===== config.mk =====
export PLATFORM = sky130hd
export DESIGN_NAME = flash_cmd_top
export DESIGN_NICKNAME = d
export VERILOG_FILES = /design/src/rtl/flash_cmd_pkg.sv /design/src/rtl/flash_busy_timer.sv /design/src/rtl/flash_mem_array.sv /design/src/rtl/flash_cmd_fsm.sv /design/src/rtl/flash_read_mux.sv /design/src/rtl/flash_cmd_top.sv
export SDC_FILE = /design/constraint.sdc
export NUM_CORES = 1
export LEC_CHECK = 0
export BUFFER_PORTS_ARGS = -buffer_cell sky130_fd_sc_hd__buf_2
export CELL_PAD_IN_SITES_DETAIL_PLACEMENT = 2
export CELL_PAD_IN_SITES_GLOBAL_PLACEMENT = 2
export CORE_ASPECT_RATIO = 0.7
export CORE_MARGIN = 4
export CORE_UTILIZATION = 41
export CTS_CLUSTER_SIZE = 40
export DETAILED_ROUTE_END_ITERATION = 7
export PLACE_DENSITY_LB_ADDON = 0.1
export SYNTH_ARGS = -nofsm -noshare
export SYNTH_HDL_FRONTEND = slang
export SYNTH_SLANG_ARGS = --single-unit
export TNS_END_PERCENT = 100

===== constraint.sdc =====
create_clock -name clk -period 2.7 [get_ports clk]
set_clock_uncertainty 0.1 [all_clocks]
set_input_delay 0.135 -clock clk [delete_from_list [all_inputs] [get_ports clk]]
set_output_delay 0.135 -clock clk [all_outputs]
set_load 0.05 [all_outputs]

===== src/rtl/flash_cmd_pkg.sv =====
package flash_cmd_pkg;

    typedef enum logic [3:0] {
        S_IDLE,
        S_UNLK1,
        S_UNLK2,
        S_PGM_SETUP,
        S_ERS_U1,
        S_ERS_U2,
        S_ERS_CMD,
        S_IDENT,
        S_PGM_BUSY,
        S_ERS_PRE,
        S_ERS_MAIN,
        S_FAIL
    } fsm_state_t;

    typedef enum logic [1:0] {
        SEL_ARRAY,
        SEL_IDENT,
        SEL_STATUS
    } rd_sel_t;

    localparam logic [10:0] ADR_KEY1 = 11'h555;
    localparam logic [10:0] ADR_KEY2 = 11'h2AA;

    localparam logic [7:0] KEY1           = 8'hAA;
    localparam logic [7:0] KEY2           = 8'h55;
    localparam logic [7:0] CODE_IDENT     = 8'h90;
    localparam logic [7:0] CODE_PROGRAM   = 8'hA0;
    localparam logic [7:0] CODE_ERS_SETUP = 8'h80;
    localparam logic [7:0] CODE_CHIP_ERS  = 8'h10;
    localparam logic [7:0] CODE_RESET     = 8'hF0;

endpackage


===== src/rtl/flash_busy_timer.sv =====
module flash_busy_timer #(
    parameter int CNT_W = 6
) (
    input  logic             clk,
    input  logic             rst_n,
    input  logic             start,
    input  logic [CNT_W-1:0] len,
    output logic             done
);

    logic [CNT_W-1:0] cnt_q;

    // A load takes priority over the countdown.
    always_ff @(posedge clk or negedge rst_n) begin
        if (!rst_n) begin
            cnt_q <= '0;
        end else if (start) begin
            cnt_q <= len;
        end else if (cnt_q != '0) begin
            cnt_q <= cnt_q - 1'b1;
        end
    end

    // Asserted in the last cycle of the interval, so the user moves on
    // exactly len cycles after the load.
    assign done = (cnt_q == CNT_W'(1));

endmodule


===== src/rtl/flash_mem_array.sv =====
module flash_mem_array #(
    parameter int DEPTH = 16,
    parameter int AW    = 4
) (
    input  logic          clk,
    input  logic          rst_n,
    input  logic [AW-1:0] idx,
    output logic [7:0]    cell_q,
    input  logic          pgm_en,
    input  logic [7:0]    pgm_data,
    input  logic          fill_en,
    input  logic [7:0]    fill_val
);

    logic [7:0] mem_q [DEPTH];

    // Each cell holds its value unless the whole array is filled or it is
    // the addressed cell of a program (which can only clear bits).
    for (genvar g = 0; g < DEPTH; g++) begin : g_cell
        always_ff @(posedge clk or negedge rst_n) begin
            if (!rst_n) begin
                mem_q[g] <= 8'hFF;
            end else if (fill_en) begin
                mem_q[g] <= fill_val;
            end else if (pgm_en && (idx == AW'(g))) begin
                mem_q[g] <= mem_q[g] & pgm_data;
            end
        end
    end

    assign cell_q = mem_q[idx];

endmodule


===== src/rtl/flash_cmd_fsm.sv =====
module flash_cmd_fsm
    import flash_cmd_pkg::*;
#(
    parameter int CNT_W   = 6,
    parameter int PGM_CYC = 8,
    parameter int PRE_CYC = 16,
    parameter int ERS_CYC = 24
) (
    input  logic             clk,
    input  logic             rst_n,
    input  logic             wr_en,
    input  logic [10:0]      addr_lo,
    input  logic [7:0]       wdata,
    input  logic [7:0]       cell_q,
    input  logic             tdone,
    output fsm_state_t       state,
    output rd_sel_t          rd_sel,
    output logic             st_dq7,
    output logic             st_dq5,
    output logic             st_ers,
    output logic             t_start,
    output logic [CNT_W-1:0] t_len,
    output logic             pgm_en,
    output logic             fill_en,
    output logic [7:0]       fill_val
);

    fsm_state_t state_q, state_d;
    logic       pbit7_q;
    logic       bad_q;

    logic at_key1, at_key2, is_reset;

    assign at_key1  = (addr_lo == ADR_KEY1);
    assign at_key2  = (addr_lo == ADR_KEY2);
    assign is_reset = (wdata == CODE_RESET);

    // State register.
    always_ff @(posedge clk or negedge rst_n) begin
        if (!rst_n) begin
            state_q <= S_IDLE;
        end else begin
            state_q <= state_d;
        end
    end

    // Data bit 7 and the "bit would have to rise" flag, captured with the
    // program data write.
    always_ff @(posedge clk or negedge rst_n) begin
        if (!rst_n) begin
            pbit7_q <= 1'b0;
            bad_q   <= 1'b0;
        end else if (pgm_en) begin
            pbit7_q <= wdata[7];
            bad_q   <= |(wdata & ~cell_q);
        end
    end

    // Next-state logic.
    always_comb begin
        state_d = state_q;
        unique case (state_q)
            S_IDLE: begin
                if (wr_en && at_key1 && wdata == KEY1) state_d = S_UNLK1;
            end
            S_UNLK1: begin
                if (wr_en) state_d = (at_key2 && wdata == KEY2) ? S_UNLK2 : S_IDLE;
            end
            S_UNLK2: begin
                if (wr_en) begin
                    state_d = S_IDLE;
                    if (at_key1) begin
                        if (wdata == CODE_IDENT)     state_d = S_IDENT;
                        if (wdata == CODE_PROGRAM)   state_d = S_PGM_SETUP;
                        if (wdata == CODE_ERS_SETUP) state_d = S_ERS_U1;
                    end
                end
            end
            S_PGM_SETUP: begin
                if (wr_en) state_d = S_PGM_BUSY;
            end
            S_ERS_U1: begin
                if (wr_en) state_d = (at_key1 && wdata == KEY1) ? S_ERS_U2 : S_IDLE;
            end
            S_ERS_U2: begin
                if (wr_en) state_d = (at_key2 && wdata == KEY2) ? S_ERS_CMD : S_IDLE;
            end
            S_ERS_CMD: begin
                if (wr_en) state_d = (at_key1 && wdata == CODE_CHIP_ERS) ? S_ERS_PRE : S_IDLE;
            end
            S_IDENT: begin
                if (wr_en && is_reset) state_d = S_IDLE;
            end
            S_PGM_BUSY: begin
                if (tdone) state_d = bad_q ? S_FAIL : S_IDLE;
            end
            S_ERS_PRE: begin
                if (tdone) state_d = S_ERS_MAIN;
            end
            S_ERS_MAIN: begin
                if (tdone) state_d = S_IDLE;
            end
            S_FAIL: begin
                if (wr_en && is_reset) state_d = S_IDLE;
            end
            default: state_d = S_IDLE;
        endcase
    end

    // Output logic.
    always_comb begin
        rd_sel   = SEL_ARRAY;
        st_dq7   = 1'b0;
        st_dq5   = 1'b0;
        st_ers   = 1'b0;
        t_start  = 1'b0;
        t_len    = CNT_W'(PGM_CYC);
        pgm_en   = 1'b0;
        fill_en  = 1'b0;
        fill_val = 8'hFF;
        unique case (state_q)
            S_IDENT: rd_sel = SEL_IDENT;
            S_PGM_SETUP: begin
                if (wr_en) begin
                    pgm_en  = 1'b1;
                    t_start = 1'b1;
                end
            end
            S_ERS_CMD: begin
                if (wr_en && at_key1 && wdata == CODE_CHIP_ERS) begin
                    t_start = 1'b1;
                    t_len   = CNT_W'(PRE_CYC);
                end
            end
            S_PGM_BUSY: begin
                rd_sel = SEL_STATUS;
                st_dq7 = ~pbit7_q;
            end
            S_FAIL: begin
                rd_sel = SEL_STATUS;
                st_dq7 = ~pbit7_q;
                st_dq5 = 1'b1;
            end
            S_ERS_PRE: begin
                rd_sel = SEL_STATUS;
                st_ers = 1'b1;
                if (tdone) begin
                    fill_en  = 1'b1;
                    fill_val = 8'h00;
                    t_start  = 1'b1;
                    t_len    = CNT_W'(ERS_CYC);
                end
            end
            S_ERS_MAIN: begin
                rd_sel = SEL_STATUS;
                st_ers = 1'b1;
                if (tdone) fill_en = 1'b1;
            end
            default: ;
        endcase
    end

    assign state = state_q;

endmodule


===== src/rtl/flash_read_mux.sv =====
module flash_read_mux
    import flash_cmd_pkg::*;
#(
    parameter logic [7:0] MFG_ID = 8'h7F,
    parameter logic [7:0] DEV_ID = 8'hA5
) (
    input  logic       clk,
    input  logic       rst_n,
    input  logic       rd_en,
    input  rd_sel_t    sel,
    input  logic [7:0] arr_data,
    input  logic [1:0] addr_lo,
    input  logic       dq7,
    input  logic       dq5,
    input  logic       ers,
    output logic [7:0] rdata
);

    logic tog_q;

    // The toggle is held at 0 outside status mode, so every busy period
    // starts its toggle from a known value.
    always_ff @(posedge clk or negedge rst_n) begin
        if (!rst_n) begin
            tog_q <= 1'b0;
        end else if (sel != SEL_STATUS) begin
            tog_q <= 1'b0;
        end else if (rd_en) begin
            tog_q <= ~tog_q;
        end
    end

    always_comb begin
        unique case (sel)
            SEL_IDENT: begin
                rdata = 8'h00;
                if (addr_lo == 2'd0) rdata = MFG_ID;
                if (addr_lo == 2'd1) rdata = DEV_ID;
            end
            SEL_STATUS: rdata = {dq7, tog_q, dq5, 2'b00, ers & tog_q, 2'b00};
            default:    rdata = arr_data;
        endcase
    end

endmodule


===== src/rtl/flash_cmd_top.sv =====
module flash_cmd_top
    import flash_cmd_pkg::*;
#(
    parameter int         ADDR_W    = 11,
    parameter int         MEM_DEPTH = 16,
    parameter int         PGM_CYC   = 8,
    parameter int         PRE_CYC   = 16,
    parameter int         ERS_CYC   = 24,
    parameter logic [7:0] MFG_ID    = 8'h7F,
    parameter logic [7:0] DEV_ID    = 8'hA5
) (
    input  logic              clk,
    input  logic              rst_n,
    input  logic              cs,
    input  logic              we,
    input  logic              rd,
    input  logic [ADDR_W-1:0] addr,
    input  logic [7:0]        wdata,
    output logic [7:0]        rdata
);

    localparam int MEM_AW  = $clog2(MEM_DEPTH);
    localparam int MAX_CYC = (PGM_CYC > PRE_CYC) ?
                             ((PGM_CYC > ERS_CYC) ? PGM_CYC : ERS_CYC) :
                             ((PRE_CYC > ERS_CYC) ? PRE_CYC : ERS_CYC);
    localparam int CNT_W   = $clog2(MAX_CYC + 1);

    logic             wr_en, rd_en;
    logic [7:0]       cell_q;
    logic             tdone, t_start;
    logic [CNT_W-1:0] t_len;
    logic             pgm_en, fill_en;
    logic [7:0]       fill_val;
    logic             st_dq7, st_dq5, st_ers;
    rd_sel_t          rd_sel;
    fsm_state_t       state;

    assign wr_en = cs & we;
    assign rd_en = cs & rd;

    flash_cmd_fsm #(
        .CNT_W  (CNT_W),
        .PGM_CYC(PGM_CYC),
        .PRE_CYC(PRE_CYC),
        .ERS_CYC(ERS_CYC)
    ) u_fsm (
        .clk     (clk),
        .rst_n   (rst_n),
        .wr_en   (wr_en),
        .addr_lo (addr[10:0]),
        .wdata   (wdata),
        .cell_q  (cell_q),
        .tdone   (tdone),
        .state   (state),
        .rd_sel  (rd_sel),
        .st_dq7  (st_dq7),
        .st_dq5  (st_dq5),
        .st_ers  (st_ers),
        .t_start (t_start),
        .t_len   (t_len),
        .pgm_en  (pgm_en),
        .fill_en (fill_en),
        .fill_val(fill_val)
    );

    flash_busy_timer #(.CNT_W(CNT_W)) u_timer (
        .clk  (clk),
        .rst_n(rst_n),
        .start(t_start),
        .len  (t_len),
        .done (tdone)
    );

    flash_mem_array #(.DEPTH(MEM_DEPTH), .AW(MEM_AW)) u_mem (
        .clk     (clk),
        .rst_n   (rst_n),
        .idx     (addr[MEM_AW-1:0]),
        .cell_q  (cell_q),
        .pgm_en  (pgm_en),
        .pgm_data(wdata),
        .fill_en (fill_en),
        .fill_val(fill_val)
    );

    flash_read_mux #(.MFG_ID(MFG_ID), .DEV_ID(DEV_ID)) u_rmux (
        .clk     (clk),
        .rst_n   (rst_n),
        .rd_en   (rd_en),
        .sel     (rd_sel),
        .arr_data(cell_q),
        .addr_lo (addr[1:0]),
        .dq7     (st_dq7),
        .dq5     (st_dq5),
        .ers     (st_ers),
        .rdata   (rdata)
    );

endmodule


Yosys cells after proc, flatten, opt, wreduce, memory -nomap -nowiden --
Index checks and enable logic that the tools add are counted.
Cells by class: mux-type cells 78, bitwise logic cells 24, add/subtract/negate cells 1, equal/unequal tests 51, reductions and logical operators 51, $lt $le $gt $ge 1
Operator list (number):
- 2-to-1 mux 8 bit | 37
- AND 8 bit | 17
- 2-to-1 mux 4 bit | 14
- equality test 4 bit, second input constant | 12
- one-hot mux 4 bit (11 select lines) | 1
- equality test 8 bit, second input constant | 5
- nonzero test 2 bit | 18
- binary-select mux 8 bit (select 4 bit) | 1
- equality test 4 x 3 -> 1 bit, second input constant | 8
- logical AND 1 bit | 23
- 2-to-1 mux 5 bit | 4
- equality test 4 x 2 -> 1 bit, second input constant | 4
- inequality test 2 x 1 -> 1 bit, second input constant | 8
- one-hot mux 8 bit (2 select lines) | 1
- 2-to-1 mux 3 bit | 5
- equality test 11 x 10 -> 1 bit, second input constant | 1
- equality test 11 bit, second input constant | 1
- AND reduction 11 bit | 1
- 2-to-1 mux 1 bit | 10
- one-hot mux 5 bit (2 select lines) | 1
- equality test 4 x 1 -> 1 bit, second input constant | 2
- equality test 8 x 5 -> 1 bit, second input constant | 1
- equality test 8 x 7 -> 1 bit, second input constant | 1
- logical NOT 4 bit | 2
- other kinds (19) | 28
Word-level totals: flip-flop bits (word level) 140, logic and storage cells 227, input bits 24

Depth between registers and ports, before layout --
Gate-level depths: netlist of run 1.
word-level depth 7, gate-level depth with buffers 10

Modules after synthesis --
From an unflattened synthesis of run 1, not the netlist that was laid out.
Second synthesis, totals: cell total of the unflattened synthesis 697, area total of the unflattened synthesis 7677.4 um2
By module, submodules not included:
- flash_mem_array | area each 6267.3 um2, cells each 528, seq. area each 3363.2 um2, times used 1
- flash_cmd_fsm | area each 883.3 um2, cells each 110, seq. area each 150.1 um2, times used 1
- flash_busy_timer | area each 302.8 um2, cells each 29, seq. area each 125.1 um2, times used 1
- flash_read_mux | area each 211.5 um2, cells each 28, seq. area each 25.0 um2, times used 1
- flash_cmd_top | area each 12.5 um2, cells each 2, seq. area each 0.0 um2, times used 1

Least setup slack after synthesis of run 1 --
Ideal clock, no wire load.
path type reg2out, from reg u_fsm.state_q[1] (netlist: u_fsm.state[1]), to out rdata[3], cell stages (with the launch flop) 6, arrival time 2331 ps, setup slack 134 ps, buffers on the path 1, cell sequence dfrtp_1 > and2_1 > nand3_1 > ha_1 > clkbuf_1 > o21ai_0
On the way: word-level cells in the longest chain between the ends 5, elaborated cells on any way between the ends 10, those cells by class eq/ne (7); mux (2); reduce/logical (1)
Ends and longest elaborated chain:
- start: declaration | line flash_cmd_fsm.sv:28 | fsm_state_t state_q, state_d;
- start signal: assignment | line flash_cmd_fsm.sv:43 | state_q <= state_d;
- equality test 4 bit | line flash_cmd_fsm.sv:121 | unique case (state_q)
- OR reduction 4 bit (no source line)
- one-hot mux 2 bit (2 select lines) (*) | line flash_cmd_fsm.sv:121
- equality test 2 bit or equality test 2 x 1 -> 1 bit (tied branches) | line flash_read_mux.sv:34 | unique case (sel)
- one-hot mux 8 bit (2 select lines) (*) | line flash_read_mux.sv:34
- end: declaration | line flash_cmd_top.sv:19 | output logic [7:0] rdata
Every way passes the cells marked *; elsewhere a longest branch is shown, timed or not.

Worst setup path in the final report of run 1 --
from reg u_mem.mem_q[69] in the netlist's numbering, to out rdata[5]
On the way: word-level cells in the longest chain between the ends 4
Ends and longest elaborated chain:
- start: declaration | line flash_mem_array.sv:15 | logic [7:0] mem_q [DEPTH];
- start signal: indexed assignment | line flash_mem_array.sv:24 | mem_q[g] <= fill_val;
- start signal: indexed assignment | line flash_mem_array.sv:26 | mem_q[g] <= mem_q[g] & pgm_data;
- binary-select mux 8 bit (select 4 bit) | line flash_mem_array.sv:31 | assign cell_q = mem_q[idx];
- 2-to-1 mux 8 bit (not written as such) (2 in series) | line flash_mem_array.sv:31
- one-hot mux 8 bit (2 select lines) | line flash_read_mux.sv:34
Every way passes these cells. The select of a mux whose other input is x is not followed.

==> results of run 1 <==
==> cell usage after synthesis (3+ instances only) <==
| cell type | n |
|---|---|
| dfrtp_1 | 12 |
| a21oi_1 | 21 |
| a211oi_1 | 3 |
| nand3_1 | 11 |
| a31oi_1 | 6 |
| buf_4 | 5 |
| mux2_2 | 4 |
| nor2_1 | 21 |
| ha_1 | 5 |
| and2_1 | 5 |
| dfstp_2 | 128 |
| nand2_1 | 165 |
| and3_1 | 4 |
| nor4_1 | 6 |
| nor3_1 | 6 |
| a221oi_1 | 3 |
| inv_1 | 9 |
| nor2b_1 | 13 |
| clkbuf_1 | 31 |
| o21ai_1 | 4 |
| mux4_2 | 26 |
| nand2b_1 | 4 |
| buf_2 | 5 |
| o21ai_0 | 134 |
| buf_6 | 4 |
| nor3b_1 | 3 |
| a32oi_1 | 3 |
| xnor2_1 | 6 |
| mux2i_1 | 20 |
==> cell usage in the layout (no fill, tap or decap), types with 6 or more instances in the layout <==
cell type	count
o21ai_0	134
buf_4	32
nand3_1	10
nor2b_1	9
dfstp_2	128
nand2_1	165
clkbuf_16	17
nor4_1	6
buf_2	25
mux2i_1	19
nor3_1	6
nor2_1	20
a21oi_2	7
dfrtp_1	9
inv_1	8
a21oi_1	14
buf_12	11
mux4_2	26
xnor2_1	6
==> logic make-up after synthesis <==
group	Yosys count	share of synthesized area
simple gates	262	0.173
compound gates	195	0.152
flops	140	0.506
buf+inv	56	0.0366
mux	51	0.116
xor+xnor	7	0.00846
fa+ha+maj	5	0.00863
==> how the worst max path moves through the flow <==
stage / endpoint / slack, ns / depth (start not counted)
detailed placement: u_mem.mem_q[11] / -0.13 / 10
floorplan: rdata[3] / 0.13 / 5
finish: rdata[5] / 0.06 / 5
global placement: u_mem.mem_q[11] / 0.13 / 10
CTS: rdata[5] / 0.004 / 5
global route: rdata[5] / -0.002 / 8
==> stage by stage <==
step	area, µm²	setup slack, ns
5_1_grt	8670	-0.00174
2_1_floorplan	7250	0.134
3_5_place_dp	7890	-0.133
6_report	8670	0.0638
4_1_cts	8560	0.00388
3_3_place_gp	7890	0.129
==> state kept, by name (all words and copies together), names as in the netlist <==
signal and count:
u_fsm.bad_q 1, u_fsm.state 4, u_rmux.tog_q 1, u_fsm.pbit7_q 1, u_mem.mem_q 128, u_timer.cnt_q 5
==> power groups by stage <==
stage | logic (mW) | registers, mW | clock network [mW]
after floorplan | 2.28 | 3.94 | 0
after global placement | 3.12 | 4.10 | 0
after detailed placement | 3.38 | 4.18 | 0
after CTS | 3.50 | 4.19 | 2.50
after global routing | 3.98 | 4.30 | 2.60
final | 3.63 | 4.19 | 2.46
==> final cells by class <==
class | instances | share of cell area
repair buffers | 72 | 0.0724
flip-flops and latches | 140 | 0.423
clock buffers | 17 | 0.0490
clock inverters | 15 | 0.0206
inverters | 10 | 0.00433
well taps | 231 | 0.0333
multi-input cells | 520 | 0.398
==> routing by layer <==
metal | wire length [µm] | GRT usage
met1 | 12900 | 0.397
met3 | 1210 | 0.0481
met4 | 517 | 0.0792
met2 | 12300 | 0.426
met5 | 7 | 0
==> repair_timing <==
item                       4_1_cts  5_1_grt
hold endpoints to repair        13        0
hold buffers                     2        0
pin swaps                        0        2
buffers inserted                 0        2
gates resized for setup         18       19
setup endpoints to repair       53       65
==> critical path: cells and delay by family (launching register included) <==
kind                   cells  cell delay, ns
AO/OA/AOI/OAI              2            0.63
buffers and inverters      1            0.20
flip-flops                 1            0.37
multiplexers               2            0.78
==> results.toml, run 1 <==
[die]
die_area_um2 = 19900
ios = 32
placementRows = 40
design.core.area_um2 = 17300
effective_utilization_at_floorplan = 0.420
die_x_um = 167
floorplan.die.height_um = 119

[routing]
route.final.wire_length_um = 27000
vias = 6173
route.detailed.wl_per_inst_um = 26.9
drt.antenna.violating_nets = 0
iteration_count_of_the_initial_detailed_routing_pass = 5
routed_via_density = 6.14
drt-initial-drc-count = 569
drcViolationCount = 0

[sta]
slew_at_the_pin_closest_to_its_max_slew_limit_ns = 0.884
hold_violations = 0
fin_hold_ws_ns = 0.0153
slew_headroom = 0.408
final_max_slew_viol_count = 0
max_clock_freq_mhz = 379
setup_viol_count_final = 0
final.min_clock_period_ns = 2.64
period_share = 0.976
setup_tns_ns = 0

[power]
total_switching_power_mw = 3.83
worst_ir_drop_vdd_uv = 545
power.share.clock = 0.239
portion_of_total_power_attributed_to_combinational_logic = 0.353
post-layout-total-power_mw = 10.3
internal_power_mw = 6.44
power.static_leakage_nw = 3.46
p_per_area_nw_per_um2 = 1180
sequentialPowerShare = 0.408
swShare = 0.373

[job]
max_cap_viol_count = 0

[worst_setup_path]
rr_endpoint = "u_mem.mem_q[75]"
r2r_slack_ns = 0.15
worst-r2r-cell-count = 10
endpoint_class_of_the_critical_path = "output pin"
crit_slowest_cell = "mux4_2"
worst-endpoint-required_ns = 2.47
critical_path.cell_chain = "mux4_2, mux2i_2, o21ai_0, a221o_1, buf_4"
regToRegStartpoint = "u_timer.cnt_q[1]"
timing.critical_path.fanout_max = 2
timing.critical_path.arrival_ns = 2.40
path_class = "flip-flop to output pin"
cp_slowest_stage_delay_ns = 0.52
setup.worst_path.start_class = "flip-flop"
worst_setup_path_startpoint = "u_mem.mem_q[69]"

[cells_and_area]
proportion_of_layout_cells_with_a_drive_suffix_above_1 = 0.393
insertedDiodeCount = 0
layoutNonFillerInstCount = 1005
multi_input_area_um2 = 3450
synthToLayoutAreaGrowth_pct = 19.7
finalNetCount = 790
fillCellCount = 1767
seq_area_um2 = 3670
post-route-util = 0.502

[clock_network]
cts_tree = "built"
cts.reportedPaths.clkPinSlew_ns = 0.07
cts_made_buffers = 17
clkSinkCount = 140
clk_root_buffer_cell = "clkbuf_16"
clock_latency_reported_for_the_late_side_of_the_worst_skew_pair_ns = 0.43
htree_num_levels = 4
clock_tree.buffer_depth = 2

[global_routing]
global_route.usage.total = 0.275
grt_pass1_wl_um = 41900
grt_max_degree = 72
antenna_violations_before_repair = 1
global_route.overflow_total = 0
vias_in_the_first_global_route = 6812

[placed_design]
buffer_ports.inserted = 31
finalWeightedCongestion = 0.867
dp.final_hpwl_um = 18000
place_inst = 969

[logic_synthesis]
yosysUniqueCellTypes = 64
synth_seq_area_share = 0.506
synth_top_flop_cell = "dfstp_2"
synth_cells = 716
post-synth-top-area-cell = "dfstp_2"
synth_edf_count = 0
syn_area_um2 = 7250
post_synth.cell_area_avg_um2 = 10.1
synthesis.yosys.warnings = 0
asyncSetResetFlopFracSynth = 1.00
mappedNetlistNets = 745
netlist_top_cells_area = "dfstp_2 (46%), o21ai_0 (9.3%), nand2_1 (8.5%), mux4_2 (8.1%), dfrtp_1 (4.1%)"
synth-seq-cells = 140
synth_top_area_share = 0.464

[status]
outcome = "finished clean"

[worst_hold_path]
min_path_cells = 4
holdCritStartpoint = "rd"
timing.hold.worst.class = "input port to flip-flop"
hold_path_end = "u_rmux.tog_q"
(Power assumes the default switching activity.)
==> run 2: changes to the inputs <==
- CORE_UTILIZATION: 41 -> 42
- SYNTH_HIERARCHICAL: default -> 1
==> results.toml, run 2 <==
[status]
outcome = "finished clean"

[routing]
drt-initial-drc-count = 586
vias = 6282
route.detailed.wl_per_inst_um = 27.5
route.final.wire_length_um = 26100
routed_via_density = 6.62
drcViolationCount = 0
iteration_count_of_the_initial_detailed_routing_pass = 5
drt.antenna.violating_nets = 0

[worst_setup_path]
crit_buf_inv = 2
worst-r2r-cell-count = 6
regToRegStartpoint = "u_fsm/state[3]"
r2r_slack_ns = 0.22
cp_slowest_stage_delay_ns = 0.48
critPathTopFamily = "simple AND/OR/NAND/NOR gates"
setup.worst_path.start_class = "flip-flop"
timing.critical_path.fanout_max = 11
endpoint_class_of_the_critical_path = "output pin"
worst-endpoint-required_ns = 2.47
worst_setup_path_startpoint = "u_fsm/state[3]"
crit_slowest_cell = "dfrtp_2"
rr_endpoint = "u_mem/mem_q[91]"
timing.critical_path.arrival_ns = 2.35
path_class = "flip-flop to output pin"
critical_path.cell_chain = "nand2b_4, nor2_2, inv_1, ha_2, nor4b_4, a21o_1, clkbuf_4"

[sta]
setup_viol_count_final = 0
slew_headroom = 0.464
slew_at_the_pin_closest_to_its_max_slew_limit_ns = 0.804
hold_violations = 0
setup_tns_ns = 0
fin_hold_ws_ns = 0.0623
period_share = 0.956
final_max_slew_viol_count = 0
final.min_clock_period_ns = 2.58
max_clock_freq_mhz = 387

[logic_synthesis]
asyncSetResetFlopFracSynth = 1.00
synth_top_flop_cell = "dfstp_2"
netlist_top_cells_area = "dfstp_2 (44%), o311ai_0 (12%), mux4_2 (8.8%), nand2_1 (7.7%), dfrtp_1 (3.9%)"
synth_edf_count = 0
synth_most_common_cell = "nand2_1"
synth_seq_area_share = 0.477
post-synth-top-area-cell = "dfstp_2"
synth_top_area_share = 0.438
syn_area_um2 = 7680
synth_cells = 697
synthTopCellsByCount = "nand2_1 (158), dfstp_2 (128), o311ai_0 (109), clkbuf_1 (35), mux4_2 (30)"
yosysUniqueCellTypes = 69
synth-seq-cells = 140
post_synth.cell_area_avg_um2 = 11.0
synthesis.yosys.warnings = 6

[global_routing]
vias_in_the_first_global_route = 6820
global_route.usage.total = 0.261
grt_pass1_wl_um = 41300
grt_max_degree = 129
antenna_violations_before_repair = 0
global_route.overflow_total = 0

[worst_hold_path]
hold_path_end = "u_rmux/tog_q"
timing.hold.worst.class = "input port to flip-flop"
min_path_cells = 4
holdCritStartpoint = "rd"

[die]
effective_utilization_at_floorplan = 0.428
ios = 32
design.core.area_um2 = 18000
placementRows = 41
floorplan.die.height_um = 121
die_x_um = 170
die_area_um2 = 20500

[power]
power.static_leakage_nw = 3.00
p_per_area_nw_per_um2 = 606
post-layout-total-power_mw = 5.26
worst_ir_drop_vdd_uv = 317

[clock_network]
cts.reportedPaths.clkPinSlew_ns = 0.06
htree_num_levels = 4
clock_latency_reported_for_the_late_side_of_the_worst_skew_pair_ns = 0.42
cts_made_buffers = 17
cts_tree = "built"
clk_root_buffer_cell = "clkbuf_16"
clkSinkCount = 140
clock_tree.buffer_depth = 2

[cells_and_area]
insertedDiodeCount = 0
proportion_of_layout_cells_with_a_drive_suffix_above_1 = 0.393
multi_input_area_um2 = 3570
finalNetCount = 728
regMostFlops = "u_mem/mem_q"
fillCellCount = 1781
layoutNonFillerInstCount = 949
finalInstanceArea_um2 = 8680
mostFrequentLayoutCell = "nand2_1"
largest_register_ff_count = 128
synthToLayoutAreaGrowth_pct = 13.0
commonest_cells_after_routing_fill_and_taps_aside = "nand2_1 (157), dfstp_2 (128), o311ai_0 (109)"
seq_area_um2 = 3670

[placed_design]
postPlaceCellArea_um2 = 7980
finalWeightedCongestion = 0.791
buffer_ports.inserted = 31
dp.final_hpwl_um = 16100
place_inst = 913

[job]
max_cap_viol_count = 0
[run 2: cell count changes after synthesis, moves of 9 or more]
cell / previous run / this run
a22oi_1: 0 / 16
mux2i_1: 20 / 1
o311ai_0: 0 / 109
o311ai_1: 0 / 19
buf_1: 1 / 15
o21ai_0: 134 / 8
nor2_1: 21 / 12
a21oi_1: 21 / 4
[run 2: worst max-delay path by stage]
stage	depth (start not counted)	slack, ns	end
floorplan	8	0.26	rdata[2]
global placement	7	0.28	rdata[1]
detailed placement	7	0.21	rdata[4]
CTS	7	0.007	rdata[4]
global route	7	-0.03	rdata[4]
finish	7	0.12	rdata[4]
[run 2: power by group]
group	internal [mW]	switching, mW	leakage [nW]
clock	1.52	0.983	0.299
sequential	2.15	0.0596	1.50
combinational	0.198	0.360	1.21
[run 2: logic make-up after synthesis]
kind of cell	after synthesis	share of synthesized area
xor+xnor	4	0.00456
simple gates	236	0.155
flops	140	0.477
compound gates	178	0.191
fa+ha+maj	4	0.00652
mux	38	0.105
other cells	1	0.000488
buf+inv	96	0.0603
[run 2: repair_timing]
item                                    in CTS  in global routing
setup buffers                                0                  3
resized for setup                            5                  8
hold endpoints to repair                     6                  0
hold buffers                                 1                  0
endpoints found under the setup margin       8                  9
[run 2: metal layers]
layer  track usage  wire (µm)
met1         0.373      12100
met2         0.416      12500
met3        0.0472       1220
met4        0.0598        319
met5             0          0
[run 2: through the flow]
stage / worst slack (ns) / util
2_1_floorplan: 0.262 / -
3_3_place_gp: 0.279 / 0.445
3_5_place_dp: 0.210 / 0.445
4_1_cts: 0.00741 / 0.480
5_1_grt: -0.0282 / 0.483
6_report: 0.118 / 0.483
[run 2: layout make-up]
class                      instances  share of cell area
tap                              236              0.0340
multi-input combinational        463               0.412
timing repair buffer              60              0.0523
clock inverter                    12              0.0186
clock buffer                      20              0.0526
inverter                          18             0.00779
sequential                       140               0.423
[run 2: worst reg2reg max path, delay by kind of cell (launching register included)]
family,cells,cell delay [ns]
and+or+nand+nor,4,1.05
DFF,1,0.48
AOI/OAI and AO/OA,1,0.47
buffers and inverters,1,0.29
